## config.mk

```make
export PLATFORM = sky130hd
export DESIGN_NAME = bscan_chain
export DESIGN_NICKNAME = d
export VERILOG_FILES = /design/src/rtl/bscan_pkg.sv /design/src/rtl/bscan_cell.sv /design/src/rtl/bscan_tdo_stage.sv /design/src/rtl/bscan_pin_mux.sv /design/src/rtl/bscan_chain.sv
export SDC_FILE = /design/constraint.sdc
export NUM_CORES = 1
export LEC_CHECK = 0
export ABC_AREA = 1
export ABC_CLOCK_PERIOD_IN_PS = 2100
export BUFFER_PORTS_ARGS = -buffer_cell sky130_fd_sc_hd__buf_2
export CAP_MARGIN = 20
export CELL_PAD_IN_SITES_DETAIL_PLACEMENT = 1
export CELL_PAD_IN_SITES_GLOBAL_PLACEMENT = 1
export CORE_ASPECT_RATIO = 1.75
export CORE_UTILIZATION = 38
export CTS_CLUSTER_SIZE = 28
export DETAILED_ROUTE_END_ITERATION = 8
export GPL_TIMING_DRIVEN = 0
export HOLD_SLACK_MARGIN = 0.12
export PLACE_DENSITY = 0.85
export SYNTH_ARGS = -nofsm -noshare
export SYNTH_HDL_FRONTEND = slang
export SYNTH_SLANG_ARGS = --single-unit
```

## constraint.sdc

```tcl
create_clock -name tck -period 2.1 [get_ports tck]
set_input_delay 0.525 -clock tck [delete_from_list [all_inputs] [get_ports tck]]
set_output_delay 0.525 -clock tck [all_outputs]
set_load 0.03 [all_outputs]
```

## src/rtl/bscan_pkg.sv

```systemverilog
package bscan_pkg;

    localparam int CELLS_PER_PIN = 3;

    typedef enum logic [1:0] {
        CELL_IN  = 2'd0,
        CELL_OUT = 2'd1,
        CELL_OE  = 2'd2
    } cell_kind_e;

    typedef struct packed {
        logic capture;
        logic shift;
        logic update;
    } strobe_t;

    function automatic int chain_pos(input int pin, input cell_kind_e kind);
        return CELLS_PER_PIN * pin + int'(kind);
    endfunction

endpackage

```

## src/rtl/bscan_cell.sv

```systemverilog
module bscan_cell
    import bscan_pkg::*;
(
    input  logic    tck,
    input  logic    rst,
    input  strobe_t stb,
    input  logic    par_in,
    input  logic    ser_in,
    output logic    cap_q,
    output logic    upd_q
);

    always_ff @(posedge tck) begin
        if (rst) begin
            cap_q <= 1'b0;
        end else if (stb.capture) begin
            cap_q <= par_in;
        end else if (stb.shift) begin
            cap_q <= ser_in;
        end
    end

    always_ff @(posedge tck) begin
        if (rst) begin
            upd_q <= 1'b0;
        end else if (stb.update) begin
            upd_q <= cap_q;
        end
    end


    capture_load_chk: assert property (@(posedge tck) disable iff (rst)
        stb.capture |=> cap_q == $past(par_in));


    shift_move_chk: assert property (@(posedge tck) disable iff (rst)
        (stb.shift && !stb.capture) |=> cap_q == $past(ser_in));


    capture_hold_chk: assert property (@(posedge tck) disable iff (rst)
        (!stb.shift && !stb.capture) |=> $stable(cap_q));


    update_copy_chk: assert property (@(posedge tck) disable iff (rst)
        stb.update |=> upd_q == $past(cap_q));


    update_hold_chk: assert property (@(posedge tck) disable iff (rst)
        !stb.update |=> $stable(upd_q));


    reset_clear_chk: assert property (@(posedge tck)
        rst |=> (cap_q == 1'b0 && upd_q == 1'b0));

endmodule

```

## src/rtl/bscan_tdo_stage.sv

```systemverilog
module bscan_tdo_stage (
    input  logic tck,
    input  logic rst,
    input  logic last_bit,
    output logic tdo
);

    always_ff @(negedge tck) begin
        if (rst) begin
            tdo <= 1'b0;
        end else begin
            tdo <= last_bit;
        end
    end

endmodule

```

## src/rtl/bscan_pin_mux.sv

```systemverilog
module bscan_pin_mux #(
    parameter int N_PINS = 4
) (
    input  logic              extest,
    input  logic              dev_oe_feature,
    input  logic              dev_oe,
    input  logic [N_PINS-1:0] core_out,
    input  logic [N_PINS-1:0] core_oe,
    input  logic [N_PINS-1:0] pin_in,
    input  logic [N_PINS-1:0] upd_in,
    input  logic [N_PINS-1:0] upd_out,
    input  logic [N_PINS-1:0] upd_oe,
    output logic [N_PINS-1:0] core_in,
    output logic [N_PINS-1:0] pin_out,
    output logic [N_PINS-1:0] pin_oe
);

    logic gate_off;
    assign gate_off = dev_oe_feature && !dev_oe;

    for (genvar p = 0; p < N_PINS; p++) begin : g_pin
        logic oe_sel;
        always_comb begin
            if (extest) begin
                pin_out[p] = upd_out[p];
                oe_sel     = upd_oe[p];
                core_in[p] = upd_in[p];
            end else begin
                pin_out[p] = core_out[p];
                oe_sel     = core_oe[p];
                core_in[p] = pin_in[p];
            end
            pin_oe[p] = oe_sel && !gate_off;
        end
    end

endmodule

```

## src/rtl/bscan_chain.sv

```systemverilog
module bscan_chain
    import bscan_pkg::*;
#(
    parameter int N_PINS = 4
) (
    input  logic              tck,
    input  logic              rst,
    input  logic              capture_en,
    input  logic              shift_en,
    input  logic              update_en,
    input  logic              extest,
    input  logic              tdi,
    output logic              tdo,
    input  logic [N_PINS-1:0] core_out,
    input  logic [N_PINS-1:0] core_oe,
    output logic [N_PINS-1:0] core_in,
    input  logic [N_PINS-1:0] pin_in,
    output logic [N_PINS-1:0] pin_out,
    output logic [N_PINS-1:0] pin_oe,
    input  logic              dev_oe_feature,
    input  logic              dev_oe
);

    localparam int LEN = CELLS_PER_PIN * N_PINS;

    strobe_t          stb;
    logic [LEN-1:0]   par;
    logic [LEN-1:0]   ser;
    logic [LEN-1:0]   cap;
    logic [LEN-1:0]   upd;
    logic [N_PINS-1:0] upd_in, upd_out, upd_oe;

    assign stb = '{capture: capture_en, shift: shift_en, update: update_en};

    for (genvar p = 0; p < N_PINS; p++) begin : g_pin_map
        localparam int BI = chain_pos(p, CELL_IN);
        localparam int BO = chain_pos(p, CELL_OUT);
        localparam int BE = chain_pos(p, CELL_OE);
        assign par[BI]    = pin_in[p];
        assign par[BO]    = core_out[p];
        assign par[BE]    = core_oe[p];
        assign upd_in[p]  = upd[BI];
        assign upd_out[p] = upd[BO];
        assign upd_oe[p]  = upd[BE];
    end

    for (genvar k = 0; k < LEN; k++) begin : g_cell
        if (k == 0) begin : g_head
            assign ser[k] = tdi;
        end else begin : g_link
            assign ser[k] = cap[k-1];
        end

        bscan_cell u_cell (
            .tck    (tck),
            .rst    (rst),
            .stb    (stb),
            .par_in (par[k]),
            .ser_in (ser[k]),
            .cap_q  (cap[k]),
            .upd_q  (upd[k])
        );
    end

    bscan_tdo_stage u_tdo (
        .tck      (tck),
        .rst      (rst),
        .last_bit (cap[LEN-1]),
        .tdo      (tdo)
    );

    bscan_pin_mux #(.N_PINS(N_PINS)) u_mux (
        .extest         (extest),
        .dev_oe_feature (dev_oe_feature),
        .dev_oe         (dev_oe),
        .core_out       (core_out),
        .core_oe        (core_oe),
        .pin_in         (pin_in),
        .upd_in         (upd_in),
        .upd_out        (upd_out),
        .upd_oe         (upd_oe),
        .core_in        (core_in),
        .pin_out        (pin_out),
        .pin_oe         (pin_oe)
    );


    global_oe_off_chk: assert property (@(posedge tck) disable iff (rst)
        (dev_oe_feature && !dev_oe) |-> pin_oe == '0);


    sample_passthru_chk: assert property (@(posedge tck) disable iff (rst)
        (!extest && !dev_oe_feature) |-> (pin_out == core_out && pin_oe == core_oe));

endmodule

```

==> results.py, run 1 <==
metrics = {
    "drt": {
        "drtAntennaViolNets": 0,
        "drt_iter0_markers": 13,
        "num_vias": 1258,
        "wirelength_um": 3539,
        "avgRoutedWirePerCell_um": 13.66,
        "firstDrtPassIters": 6,
        "drc": 0,
        "viasPerCell": 4.857,
    },
    "die": {
        "dieArea_um2": 3522,
        "std_cell_rows": 27,
        "num_io_pins": 34,
        "start_util_pct": 39.67,
        "dieHeight_um": 77.76,
        "core_um2": 3142,
        "chipWidth_um": 45.29,
    },
    "logic_synthesis": {
        "synth_compound_area_share_pct": 21.99,
        "ys_warn_count": 0,
        "synthArstFlopShare_pct": 0,
        "yosys.area_share.simple_pct": 22.19,
        "ys_ff_latch": 25,
        "synth_area_per_cell_um2": 6.923,
        "synth_xor_area_share_pct": 0,
        "synth_top_family_by_area": "simple AND/OR/NAND/NOR gates",
        "syn_area_um2": 1246,
        "synthMuxAreaShare_pct": 0,
        "synth_common_cells": "42 x nand2_1, 28 x inv_1, 25 x dfxtp_1",
        "netlist-cell-type-count": 14,
        "yosysTopAreaCellShare_pct": 40.16,
        "synthesis.nets": 201,
        "synthTopCellsByArea": "dfxtp_1 40%, nand2_1 13%, inv_1 8.4%",
        "synth_top_cell_by_area": "dfxtp_1",
        "netlist_instances": 180,
        "synth_flop_cell": "dfxtp_1",
        "synth_edf_count": 0,
        "yosysMostFrequentCell": "nand2_1",
        "synthAdderAreaFrac_pct": 0,
        "ys_seq_area_share_pct": 40.16,
    },
    "worst_setup_path": {
        "cpPeakStageDelay_ns": 0.33,
        "worstPathRequired_ns": 1.57,
        "worst-path-buf-inv": 1,
        "crit_chain": "buf_6",
        "arrival_ns": 1.85,
        "timing.rr.end": "u_tdo.tdo$_SDFF_NP0_",
        "reg2reg_from": "g_cell[11].u_cell.cap_q$_SDFFE_PP0P_",
        "crit_path_top_delay_cell": "dfxtp_2",
        "end_kind": "primary output",
        "crit_family": "flip-flops",
        "cp_max_fo": 1,
        "crit_type": "reg2out",
        "startpoint_type": "flop",
        "cp-startpoint": "u_tdo.tdo$_SDFF_NP0_",
        "r2r.worst_path.cells": 2,
        "crit_end": "tdo",
        "reg2reg_slack_ns": 0.56,
        "cp.depth": 1,
    },
    "power_and_ir_drop": {
        "leakage_nw": 0.7381,
        "peakVddDrop_mv": 0.4799,
        "p_per_area_nw_per_um2": 692.0,
    },
    "cts": {
        "cts_made_buffers": 3,
        "clk-insertion-delay-late_ns": 0.35,
        "cts_tree": "done",
        "cts.clk_slew.worst_paths_ns": 0.08,
        "cts.sinks": 25,
        "cts-root-buf": "clkbuf_8",
        "cts_max_level": 1,
        "cts_buffer_depth": 2,
    },
    "run": {
        "drv_cap": 0,
    },
    "worst_hold_path": {
        "worstHoldStart": "g_cell[4].u_cell.cap_q$_SDFFE_PP0P_",
        "hp-class": "reg2reg",
    },
    "layout": {
        "final_area_um2": 1513,
        "n_antenna_cell": 0,
        "layout-drive-gt1-share_pct": 25.93,
        "nNetsFinal": 238,
        "syn2layout_area_growth_pct": 21.39,
    },
    "timing": {
        "clock_skew_ns": 0.08650,
        "slew_headroom_pct": 66.46,
        "timing.hold.ws_ns": 0.4832,
        "setup_violations": 1,
        "worst_pin_slew_ns": 0.5031,
        "slew_viol_final": 0,
        "hold_viol_final": 0,
        "rsz0062_at_grt": "true",
        "fin_ws_ns": -0.2727,
    },
    "global_route": {
        "grt_pass1_vias": 1306,
        "grt_use_total_pct": 22.91,
        "antenna_found_initial": 0,
        "overflow": 0,
        "grt_max_degree": 14,
        "grt_pass1_wl_um": 5802,
    },
    "placed_design": {
        "gp_congestion": 0.7783,
        "hpwl_um": 2582,
        "dpl-instance-area_um2": 1460,
        "io_buffers": 32,
        "place_ws_ns": 0.06063,
    },
    "outcome": {
        "violations": "setup timing",
        "outcome": "finished with violations",
    },
}
logic make-up (layout without fill, tap and decap cells):
| logic type | after synthesis | in the layout |
|---|---|---|
| buffers and inverters | 39 | 75 |
| AOI/OAI and AO/OA | 48 | 48 |
| and+or+nand+nor | 68 | 68 |
| DFF | 25 | 25 |
tightest hold or removal path, cell delays in order, from the launching register on:
cell	delay, ns
dfxtp_1	0.32
inv_1	0.06
a21oi_1	0.06
state kept, by name (all words and copies together), names as in the netlist:
signal / count
g_cell.u_cell.cap_q: 12
g_cell.u_cell.upd_q: 12
u_tdo.tdo: 1
cell usage in the layout, fill, tap and decap left out:
| cell type | count |
|---|---|
| nor2_4 | 1 |
| buf_6 | 4 |
| buf_4 | 1 |
| dfxtp_2 | 1 |
| nor2_1 | 14 |
| nand2_1 | 42 |
| a21oi_2 | 9 |
| nor3_1 | 11 |
| buf_2 | 36 |
| o21ai_0 | 21 |
| inv_1 | 28 |
| buf_12 | 1 |
| dfxtp_1 | 24 |
| clkbuf_1 | 2 |
| a21oi_1 | 18 |
| clkbuf_8 | 3 |
per-stage QoR:
step,util (%),std cells,total power [W],TNS (ns)
6_report,48.15,259,0.001047,-0.2727
3_5_place_dp,46.48,255,0.0007714,0
2_1_floorplan,-,180,0.0006935,0
4_1_cts,48.15,259,0.001053,-0.2358
3_3_place_gp,46.48,255,0.0007641,0
5_1_grt,48.15,259,0.001100,-0.2912
layout make-up:
type | count | area, um2
multi-input combinational | 116 | 550.5
inverter | 27 | 101.3
timing repair buffer | 32 | 166.4
fill | 445 | 1629
tap | 43 | 53.80
clock buffer | 4 | 45.04
clock inverter | 1 | 3.754
sequential | 25 | 501.7
buffer | 11 | 90.09
timing repair:
item / CTS / global route
resized for setup: 3 / 0
buffers inserted: 0 / 0
setup endpoints to repair: 1 / 1
hold endpoints to repair: 0 / 0
gates cloned: 0 / 0
hold buffers: 0 / 0
metal layers:
| layer | GRT usage [%] | routed length [um] |
|---|---|---|
| met2 | 42.17 | 2005 |
| met4 | 12.12 | 55 |
| met5 | 0 | 0 |
| met3 | 2.326 | 82 |
| met1 | 23.47 | 1395 |
worst min-delay path by stage:
stage	to	slack, ns	cells after the start
final	g_cell[4].u_cell.upd_q$_SDFFE_PP0P_	0.48	2
after global routing	g_cell[2].u_cell.upd_q$_SDFFE_PP0P_	0.51	2
after floorplan	g_cell[11].u_cell.upd_q$_SDFFE_PP0P_	0.43	2
after global placement	g_cell[11].u_cell.upd_q$_SDFFE_PP0P_	0.44	2
after detailed placement	g_cell[1].u_cell.upd_q$_SDFFE_PP0P_	0.47	2
after CTS	g_cell[1].u_cell.upd_q$_SDFFE_PP0P_	0.48	2
where the power goes:
group | switching, W | internal, W | leakage (nW)
Clock | 0.000155 | 0.000138 | 0.0281
Sequential | 0.0000167 | 0.000509 | 0.208
Combinational | 0.000149 | 0.0000795 | 0.502
Total | 0.000320 | 0.000727 | 0.738
Note: power is estimated with default switching activity, not from simulation.
==> inputs of run 2 (changes only) <==
==> constraint.sdc (replaced) <==
create_clock -name tck -period 2.1 [get_ports tck]
set_input_delay 0.105 -clock tck [delete_from_list [all_inputs] [get_ports tck]]
set_output_delay 0.105 -clock tck [all_outputs]
set_load 0.03 [all_outputs]
==> results.py, run 2 (same netlist as run 1, synthesis figures left out) <==
metrics = {
    "drt": {
        "viasPerCell": 4.888,
        "firstDrtPassIters": 4,
        "drt_iter0_markers": 11,
        "avgRoutedWirePerCell_um": 13.55,
        "num_vias": 1271,
        "drtAntennaViolNets": 0,
        "drc": 0,
        "wirelength_um": 3522,
    },
    "power_and_ir_drop": {
        "leakage_nw": 0.7410,
        "p_per_area_nw_per_um2": 688.1,
        "fin_total_pwr_w": 0.001043,
        "peakVddDrop_mv": 0.4822,
    },
    "timing": {
        "worst_pin_slew_ns": 0.4795,
        "slew_viol_final": 0,
        "slew_headroom_pct": 68.03,
        "timing.hold.ws_ns": 0.1577,
        "hold_viol_final": 0,
        "setup_violations": 0,
        "clock_skew_ns": 0.06542,
        "rsz0062_at_grt": "false",
        "fin_tns_setup_ns": 0,
    },
    "worst_setup_path": {
        "cp.depth": 1,
        "crit_type": "reg2out",
        "worst-path-buf-inv": 1,
        "crit_chain": "buf_2",
        "arrival_ns": 1.85,
        "end_kind": "primary output",
        "cp_max_fo": 1,
        "r2r.worst_path.cells": 2,
        "worstPathRequired_ns": 2.00,
        "crit_family": "flip-flops",
        "startpoint_type": "flop",
        "crit_path_top_delay_cell": "dfxtp_1",
        "cpPeakStageDelay_ns": 0.29,
    },
    "run": {
        "drv_cap": 0,
    },
    "layout": {
        "mostFrequentLayoutCells": "42 x nand2_1, 37 x buf_2, 28 x inv_1",
        "syn2layout_area_growth_pct": 21.59,
        "n_antenna_cell": 0,
        "final_common_cell": "nand2_1",
        "largest_registers": "g_cell.u_cell.cap_q: 12 flops, g_cell.u_cell.upd_q: 12 flops, u_tdo.tdo: 1 flops",
        "layout-drive-gt1-share_pct": 25.35,
        "nNetsFinal": 239,
        "final_util_pct": 48.23,
        "final_area_um2": 1515,
    },
    "cts": {
        "cts_buffer_depth": 2,
        "cts-root-buf": "clkbuf_8",
        "cts_made_buffers": 3,
        "clk-insertion-delay-late_ns": 0.33,
        "cts.sinks": 25,
        "cts.clk_slew.worst_paths_ns": 0.08,
        "ctsResizeCount": 0,
        "cts_max_level": 1,
        "cts_tree": "done",
    },
    "die": {
        "dieHeight_um": 77.76,
        "core_um2": 3142,
        "dieArea_um2": 3522,
        "start_util_pct": 39.67,
        "std_cell_rows": 27,
        "num_io_pins": 34,
        "chipWidth_um": 45.29,
    },
    "global_route": {
        "grt_max_degree": 14,
        "grt_use_total_pct": 22.73,
        "antenna_found_initial": 0,
        "grt_pass1_wl_um": 5761,
        "overflow": 0,
        "grt_pass1_vias": 1307,
    },
    "placed_design": {
        "io_buffers": 32,
        "hpwl_um": 2582,
        "dpl-instance-area_um2": 1460,
        "gp_congestion": 0.7783,
    },
    "outcome": {
        "outcome": "finished, final reports clean",
    },
    "worst_hold_path": {
        "min_path_cells": 4,
        "hp-class": "in2reg",
    },
}
[run 2: worst paths after layout]
| path | startpoint | endpoint | slack (ns) |
|---|---|---|---|
| hold reg to reg | g_cell[11].u_cell.cap_q$_SDFFE_PP0P_ | g_cell[11].u_cell.upd_q$_SDFFE_PP0P_ | 0.48 |
| hold / removal | rst | g_cell[5].u_cell.cap_q$_SDFFE_PP0P_ | 0.16 |
| setup reg to reg | g_cell[11].u_cell.cap_q$_SDFFE_PP0P_ | u_tdo.tdo$_SDFF_NP0_ | 0.56 |
| setup / recovery | u_tdo.tdo$_SDFF_NP0_ | tdo | 0.14 |
[run 2: timing repair]
item	CTS	global route
buffers inserted	0	0
hold endpoints to repair	1	0
hold buffers	1	0
[run 2: where the power goes]
| group | switching (W) | internal (W) | leakage (nW) |
|---|---|---|---|
| Clock | 0.000150 | 0.000138 | 0.0281 |
| Combinational | 0.000149 | 0.0000798 | 0.506 |
| Sequential | 0.0000164 | 0.000509 | 0.207 |
[run 2: area by class of cell]
cell class | count | area (um2)
flip-flops and latches | 25 | 500.5
fillers | 447 | 1627
plain buffers | 11 | 90.09
clock buffers | 4 | 45.04
inverters | 27 | 101.3
multi-input cells | 116 | 550.5
repair buffers | 33 | 170.2
clock inverters | 1 | 3.754
well taps | 43 | 53.80
[run 2: per-stage QoR]
step,instances,worst slack [ns]
2_1_floorplan,180,0.4857
3_3_place_gp,255,0.4858
3_5_place_dp,255,0.4806
4_1_cts,260,0.1391
5_1_grt,260,0.07374
6_report,260,0.1447
[run 2: layer usage]
metal	routed length [um]	vias up	share of wire (%)	GRT usage (%)
met5	0	-	0	0
li1	-	641	-	-
met3	131	6	3.7	2.326
met2	1933	35	55	42.03
met1	1380	589	39	23.32
met4	77	0	2.2	11.52
